==> src/rtl/swc_pkg.sv <==
package swc_pkg;
  // Level of the prescaler ratio-select line
  typedef enum logic {
    MOD_SWALLOW = 1'b0,  // prescaler divides by P+1
    MOD_BASE    = 1'b1   // prescaler divides by P
  } mod_lvl_e;

  localparam int unsigned SWC_N_MIN_DEFAULT = 16;
endpackage

==> src/rtl/swc_edge_detect.sv <==
module swc_edge_detect (
  input  logic clk,
  input  logic rst_n,
  input  logic sig_in,
  output logic rise
);
  logic sig_q;

  always_ff @(posedge clk or negedge rst_n) begin
    if (!rst_n) sig_q <= 1'b0;
    else        sig_q <= sig_in;
  end

  assign rise = sig_in & ~sig_q;
endmodule

==> src/rtl/swc_ratio_sat.sv <==
module swc_ratio_sat #(
  parameter int unsigned N_W   = 10,
  parameter int unsigned A_W   = 7,
  parameter int unsigned N_MIN = 16
) (
  input  logic [N_W-1:0] n_req,
  input  logic [A_W-1:0] a_req,
  output logic [N_W-1:0] n_eff,
  output logic [N_W-1:0] a_eff
);
  localparam logic [N_W-1:0] N_FLOOR = N_W'(N_MIN);

  // Raise a main count below the floor up to the floor
  function automatic logic [N_W-1:0] floor_n(input logic [N_W-1:0] n);
    return (n < N_FLOOR) ? N_FLOOR : n;
  endfunction

  // Limit the swallow count to the main count
  function automatic logic [N_W-1:0] cap_a(input logic [A_W-1:0] a,
                                           input logic [N_W-1:0] n);
    logic [N_W-1:0] a_ext;
    a_ext = N_W'(a);
    return (a_ext > n) ? n : a_ext;
  endfunction

  always_comb begin
    n_eff = floor_n(n_req);
    a_eff = cap_a(a_req, n_eff);
  end
endmodule

==> src/rtl/swc_count_core.sv <==
module swc_count_core
  import swc_pkg::*;
#(
  parameter int unsigned N_W = 10
) (
  input  logic           clk,
  input  logic           rst_n,
  input  logic           step,
  input  logic [N_W-1:0] n_eff,
  input  logic [N_W-1:0] a_eff,
  output logic           mod_ctl,
  output logic           div_out,
  output logic           primed,
  output logic           term_evt
);
  localparam logic [N_W-1:0] ONE = N_W'(1);

  logic [N_W-1:0] n_cnt;
  logic [N_W-1:0] a_cnt;
  logic [N_W-1:0] a_dec;
  mod_lvl_e       mod_q;
  mod_lvl_e       mod_reload;
  logic           div_q;

  assign term_evt   = primed & step & (n_cnt == ONE);
  assign a_dec      = (a_cnt != '0) ? (a_cnt - ONE) : '0;
  assign mod_reload = (a_eff == '0) ? MOD_BASE : MOD_SWALLOW;

  always_ff @(posedge clk or negedge rst_n) begin
    if (!rst_n) begin
      n_cnt  <= '0;
      a_cnt  <= '0;
      mod_q  <= MOD_SWALLOW;
      div_q  <= 1'b0;
      primed <= 1'b0;
    end else if (!primed) begin
      n_cnt  <= n_eff;
      a_cnt  <= a_eff;
      mod_q  <= mod_reload;
      div_q  <= 1'b0;
      primed <= 1'b1;
    end else if (step) begin
      if (n_cnt == ONE) begin
        n_cnt <= n_eff;
        a_cnt <= a_eff;
        mod_q <= mod_reload;
        div_q <= 1'b1;
      end else begin
        n_cnt <= n_cnt - ONE;
        a_cnt <= a_dec;
        mod_q <= (a_dec == '0) ? MOD_BASE : MOD_SWALLOW;
        div_q <= 1'b0;
      end
    end
  end

  assign mod_ctl = mod_q;
  assign div_out = div_q;
endmodule

==> src/rtl/swallow_ctrl.sv <==
module swallow_ctrl #(
  parameter int unsigned N_W   = 10,
  parameter int unsigned A_W   = 7,
  parameter int unsigned N_MIN = swc_pkg::SWC_N_MIN_DEFAULT
) (
  input  logic           clk,
  input  logic           rst_n,
  input  logic           fin,
  input  logic [N_W-1:0] n_prog,
  input  logic [A_W-1:0] a_prog,
  output logic           mod_ctl,
  output logic           div_out
);
  logic           fin_rise;
  logic [N_W-1:0] n_eff;
  logic [N_W-1:0] a_eff;
  logic           primed;
  logic           term_evt;

  swc_edge_detect u_edge (
    .clk    (clk),
    .rst_n  (rst_n),
    .sig_in (fin),
    .rise   (fin_rise)
  );

  swc_ratio_sat #(.N_W(N_W), .A_W(A_W), .N_MIN(N_MIN)) u_sat (
    .n_req (n_prog),
    .a_req (a_prog),
    .n_eff (n_eff),
    .a_eff (a_eff)
  );

  swc_count_core #(.N_W(N_W)) u_core (
    .clk      (clk),
    .rst_n    (rst_n),
    .step     (fin_rise),
    .n_eff    (n_eff),
    .a_eff    (a_eff),
    .mod_ctl  (mod_ctl),
    .div_out  (div_out),
    .primed   (primed),
    .term_evt (term_evt)
  );
endmodule

==> config.mk <==
export PLATFORM = sky130hd
export DESIGN_NAME = swallow_ctrl
export DESIGN_NICKNAME = d
export VERILOG_FILES = /design/src/rtl/swc_pkg.sv /design/src/rtl/swc_edge_detect.sv /design/src/rtl/swc_ratio_sat.sv /design/src/rtl/swc_count_core.sv /design/src/rtl/swallow_ctrl.sv
export SDC_FILE = /design/constraint.sdc
export NUM_CORES = 1
export LEC_CHECK = 0
export CAP_MARGIN = 20
export CORE_ASPECT_RATIO = 1.4
export CORE_MARGIN = 5
export CORE_UTILIZATION = 55
export CTS_CLUSTER_DIAMETER = 200
export DETAILED_ROUTE_END_ITERATION = 10
export HOLD_SLACK_MARGIN = 0.06
export PLACE_DENSITY = 0.81
export SLEW_MARGIN = 25
export SYNTH_ARGS = -nofsm -noshare
export SYNTH_HDL_FRONTEND = slang
export SYNTH_SLANG_ARGS = --single-unit
export TNS_END_PERCENT = 30
==> constraint.sdc <==
create_clock -name clk -period 2.6 [get_ports clk]
set_input_delay 0.39 -clock clk [delete_from_list [all_inputs] [get_ports clk]]
set_output_delay 0.39 -clock clk [all_outputs]
set_load 0.005 [all_outputs]
==> results.toml <==
[drt]
first_pass_iters = 4
dr.max_layer_used = "met4"
wl_met2_um = 2649
first_iter_violations = 97
drt-met1-wl_um = 1898
ant_nets = 0
routed_via_density = 6.177
drc_errors = 0
routed_wl_um = 4775
num_vias = 1816
avgRoutedWirePerCell_um = 16.24
dr_wl_met3_um = 137

[clock_network]
cts_buffers = 3
cts_tree = "built"
cts_buffer_depth = 2
clockRootBuffer = "clkbuf_8"
clk_latency_ps = 270
h-tree-depth = 1
cts_sinks = 24
hold_buffers = 0
path_clk_slew_ps = 90

[yosys]
synth_area_um2 = 1768
seq_area_frac_synth_pct = 33.97
synthArstFlopShare_pct = 100.0
synth_top_flop_cell = "dfrtp_1"
synth_cell_type_count = 48
synth_edf_count = 0
synthCells = 223
syn_avg_cell_area_um2 = 7.928
synthesis.nets = 253
synth.ff_latch_count = 24
yosys_warnings = 0

[outcome]
outcome = "complete, but fails checks"
violations = "negative setup slack"

[power]
p_leak_nw = 1.014
peakVddDrop_mv = 0.4658
seq_power_share_pct = 40.4
power_density_nw_per_um2 = 542.8
comb_power_share_pct = 33.1
clock_power_share_pct = 26.5
swShare_pct = 34.26
p_switching_mw = 0.4254
p_int_mw = 0.8162

[critical_path]
critPathMaxStageDelay_ps = 480
cp_top_family = "simple AND/OR/NAND/NOR gates"
worstPathCellList = "buf_8 -> or3_4 -> or4_4 -> nor2b_4 -> ha_4 -> nand4_1 -> nor2_1 -> nor3_2 -> nand2_2 -> a32oi_2 -> o21ai_2"
critPathLaunchType = "primary input"
end_kind = "flop"
rr_startpoint = "u_core.a_cnt[4]"
worst_path_max_delay_cell = "or4_4"
critPathLaunch = "n_prog[9]"
crit_buf_inv = 1
timing.critical_path.required_ps = 2760
timing.rr.end = "u_core.a_cnt[3]"
worst-setup-path-type = "in2reg"
arrival_ps = 2780
cp_max_fo = 7
ff2ff_setup_slack_ps = 370
ff2ff_path_depth = 6

[place]
place_congestion = 0.8725
io_buffers = 21
dp_hpwl_um = 3587
place_area_um2 = 2151
dp.cells = 288

[floorplanning]
dieArea_um2 = 4464
start_util_pct = 56.61
io_pins = 22
fp.dieH_um = 77.08
core_area_um2 = 3123
row_count = 24
die_w_um = 57.92

[sta]
worst_pin_slew_ps = 689.0
rsz0062_at_grt = "true"
setup_viol = 1
max_slew_margin_pct = 54.07
fin_tns_setup_ps = -19.36
slew_viol_final = 0
holdWs_ps = 478.3
max_clock_freq_mhz = 381.8
fin_worst_skew_ps = 5.323
hold_viol = 0
setup_slack_ps = -19.36
fin_crit_ps = 2619
period_share_pct = 100.7

[finish]
final.fill_count = 252
drive_gt1_share_pct = 19.22
utilization_pct = 73.24
fin_area_um2 = 2287
finalNetCount = 286
fin_cells = 294
area_growth_pct = 29.37
n_antenna_cell = 0

[global_route]
grt_pass1_vias = 1750
track_usage_pct = 22.32
antenna_found_initial = 0
grt_first_pass_wirelength_um = 7955
grt_overflow = 0
grt_start_max_net_pins = 25

[hold_path]
hold_path_class = "in2async"

[run]
cap_violations = 0
## flip-flops by register name, indices dropped and copies added, names as in the netlist
name / flops
u_core.a_cnt: 10
u_core.div_out: 1
u_core.mod_ctl: 1
u_core.n_cnt: 10
u_core.primed: 1
u_edge.sig_q: 1
## placed cells by master, fill, tap and decap left out, types with 4 or more instances in the layout
master / instances
buf_4: 18
nor3_1: 10
dfrtp_1: 24
inv_1: 15
nor4_1: 5
o21ai_1: 16
clkdlybuf4s50_1: 15
o21ai_0: 7
or3_1: 4
ha_1: 7
nand2_1: 26
a21oi_1: 18
nor2_1: 15
mux2i_1: 5
nand3_1: 5
## Yosys cell counts (all sizes together) (2+ instances only)
| cell | instances | share of area [%] |
|---|---|---|
| nand4 | 3 | 1.1 |
| nor4 | 6 | 2.5 |
| dfrtp | 24 | 34 |
| nor2 | 15 | 3.2 |
| buf | 3 | 1.1 |
| nand3 | 6 | 2.0 |
| a21oi | 18 | 5.1 |
| ha | 10 | 7.1 |
| and3 | 2 | 0.71 |
| mux2i | 5 | 2.8 |
| and2 | 2 | 0.71 |
| o211ai | 3 | 1.6 |
| o21ai | 25 | 7.5 |
| a31oi | 3 | 1.1 |
| a22oi | 3 | 1.3 |
| clkbuf | 8 | 1.7 |
| nor2b | 3 | 1.1 |
| or4 | 2 | 0.85 |
| nand2 | 29 | 6.2 |
| o311ai | 2 | 0.99 |
| o22ai | 2 | 0.71 |
| or3 | 5 | 1.8 |
| o31ai | 2 | 0.85 |
| nor3 | 12 | 4.0 |
| inv | 15 | 3.2 |
| nand2b | 2 | 0.71 |
## stage by stage
stage | setup WS [ps] | power [mW]
after global placement | -604.5 | 0.8884
after detailed placement | -695.1 | 0.9021
after floorplan | -80.00 | 0.7697
final | -19.36 | 1.242
after CTS | 5.171 | 1.234
after global routing | -123.1 | 1.327
## power groups by stage
stage | Sequential (mW) | Combinational, mW | Clock, mW
2_1_floorplan | 0.488 | 0.282 | 0
3_3_place_gp | 0.501 | 0.387 | 0
3_5_place_dp | 0.505 | 0.397 | 0
4_1_cts | 0.498 | 0.402 | 0.334
5_1_grt | 0.510 | 0.460 | 0.357
6_report | 0.501 | 0.411 | 0.330
## what timing repair did
action / CTS / global route
buffers inserted: 1 / 1
setup endpoints to repair: 8 / 8
pin swaps: 9 / 11
resized for setup: 15 / 11
## final cells by class
type | count | area [µm²] | area share [%]
Clock buffer | 3 | 41.29 | 1.805
Timing Repair Buffer | 39 | 354.1 | 15.48
Multi-Input combinational cell | 173 | 1156 | 50.55
Clock inverter | 1 | 30.03 | 1.313
Tap cell | 39 | 48.80 | 2.133
Inverter | 15 | 56.30 | 2.462
Sequential cell | 24 | 600.6 | 26.26
## routing by layer
layer	up-vias	global-route usage, %
li1	881	-
met1	888	25.71
met2	36	41.52
met3	11	2.353
met4	0	6.961
met5	-	0
## kinds of logic after synthesis
kind of cell             count (synthesis)  synth area share, %
AND/OR/NAND/NOR                         89                25.48
multiplexers                             6                3.680
flip-flops                              24                33.97
adder cells (fa/ha/maj)                 10                7.077
other                                    1               0.2121
AO/OA/AOI/OAI                           67                23.57
buffers and inverters                   26                6.015
## worst reg2reg max path, cell delays in order (launching register included)
cell and delay [ps]:
dfrtp_1 410, or3_1 510, or3_1 500, o21ai_2 310, nor4_1 90, a31oi_1 170
o211ai_1 110
## worst max-delay path by stage
stage / endpoint / slack, ps / cells past startpoint
final: u_core.mod_ctl / -20 / 11
after floorplan: u_core.mod_ctl / -80 / 11
after global routing: u_core.mod_ctl / -120 / 11
after CTS: u_core.mod_ctl / 5 / 10
after global placement: u_core.mod_ctl / -600 / 11
after detailed placement: u_core.mod_ctl / -700 / 11
No activity file was read; power rests on OpenSTA's default activity.
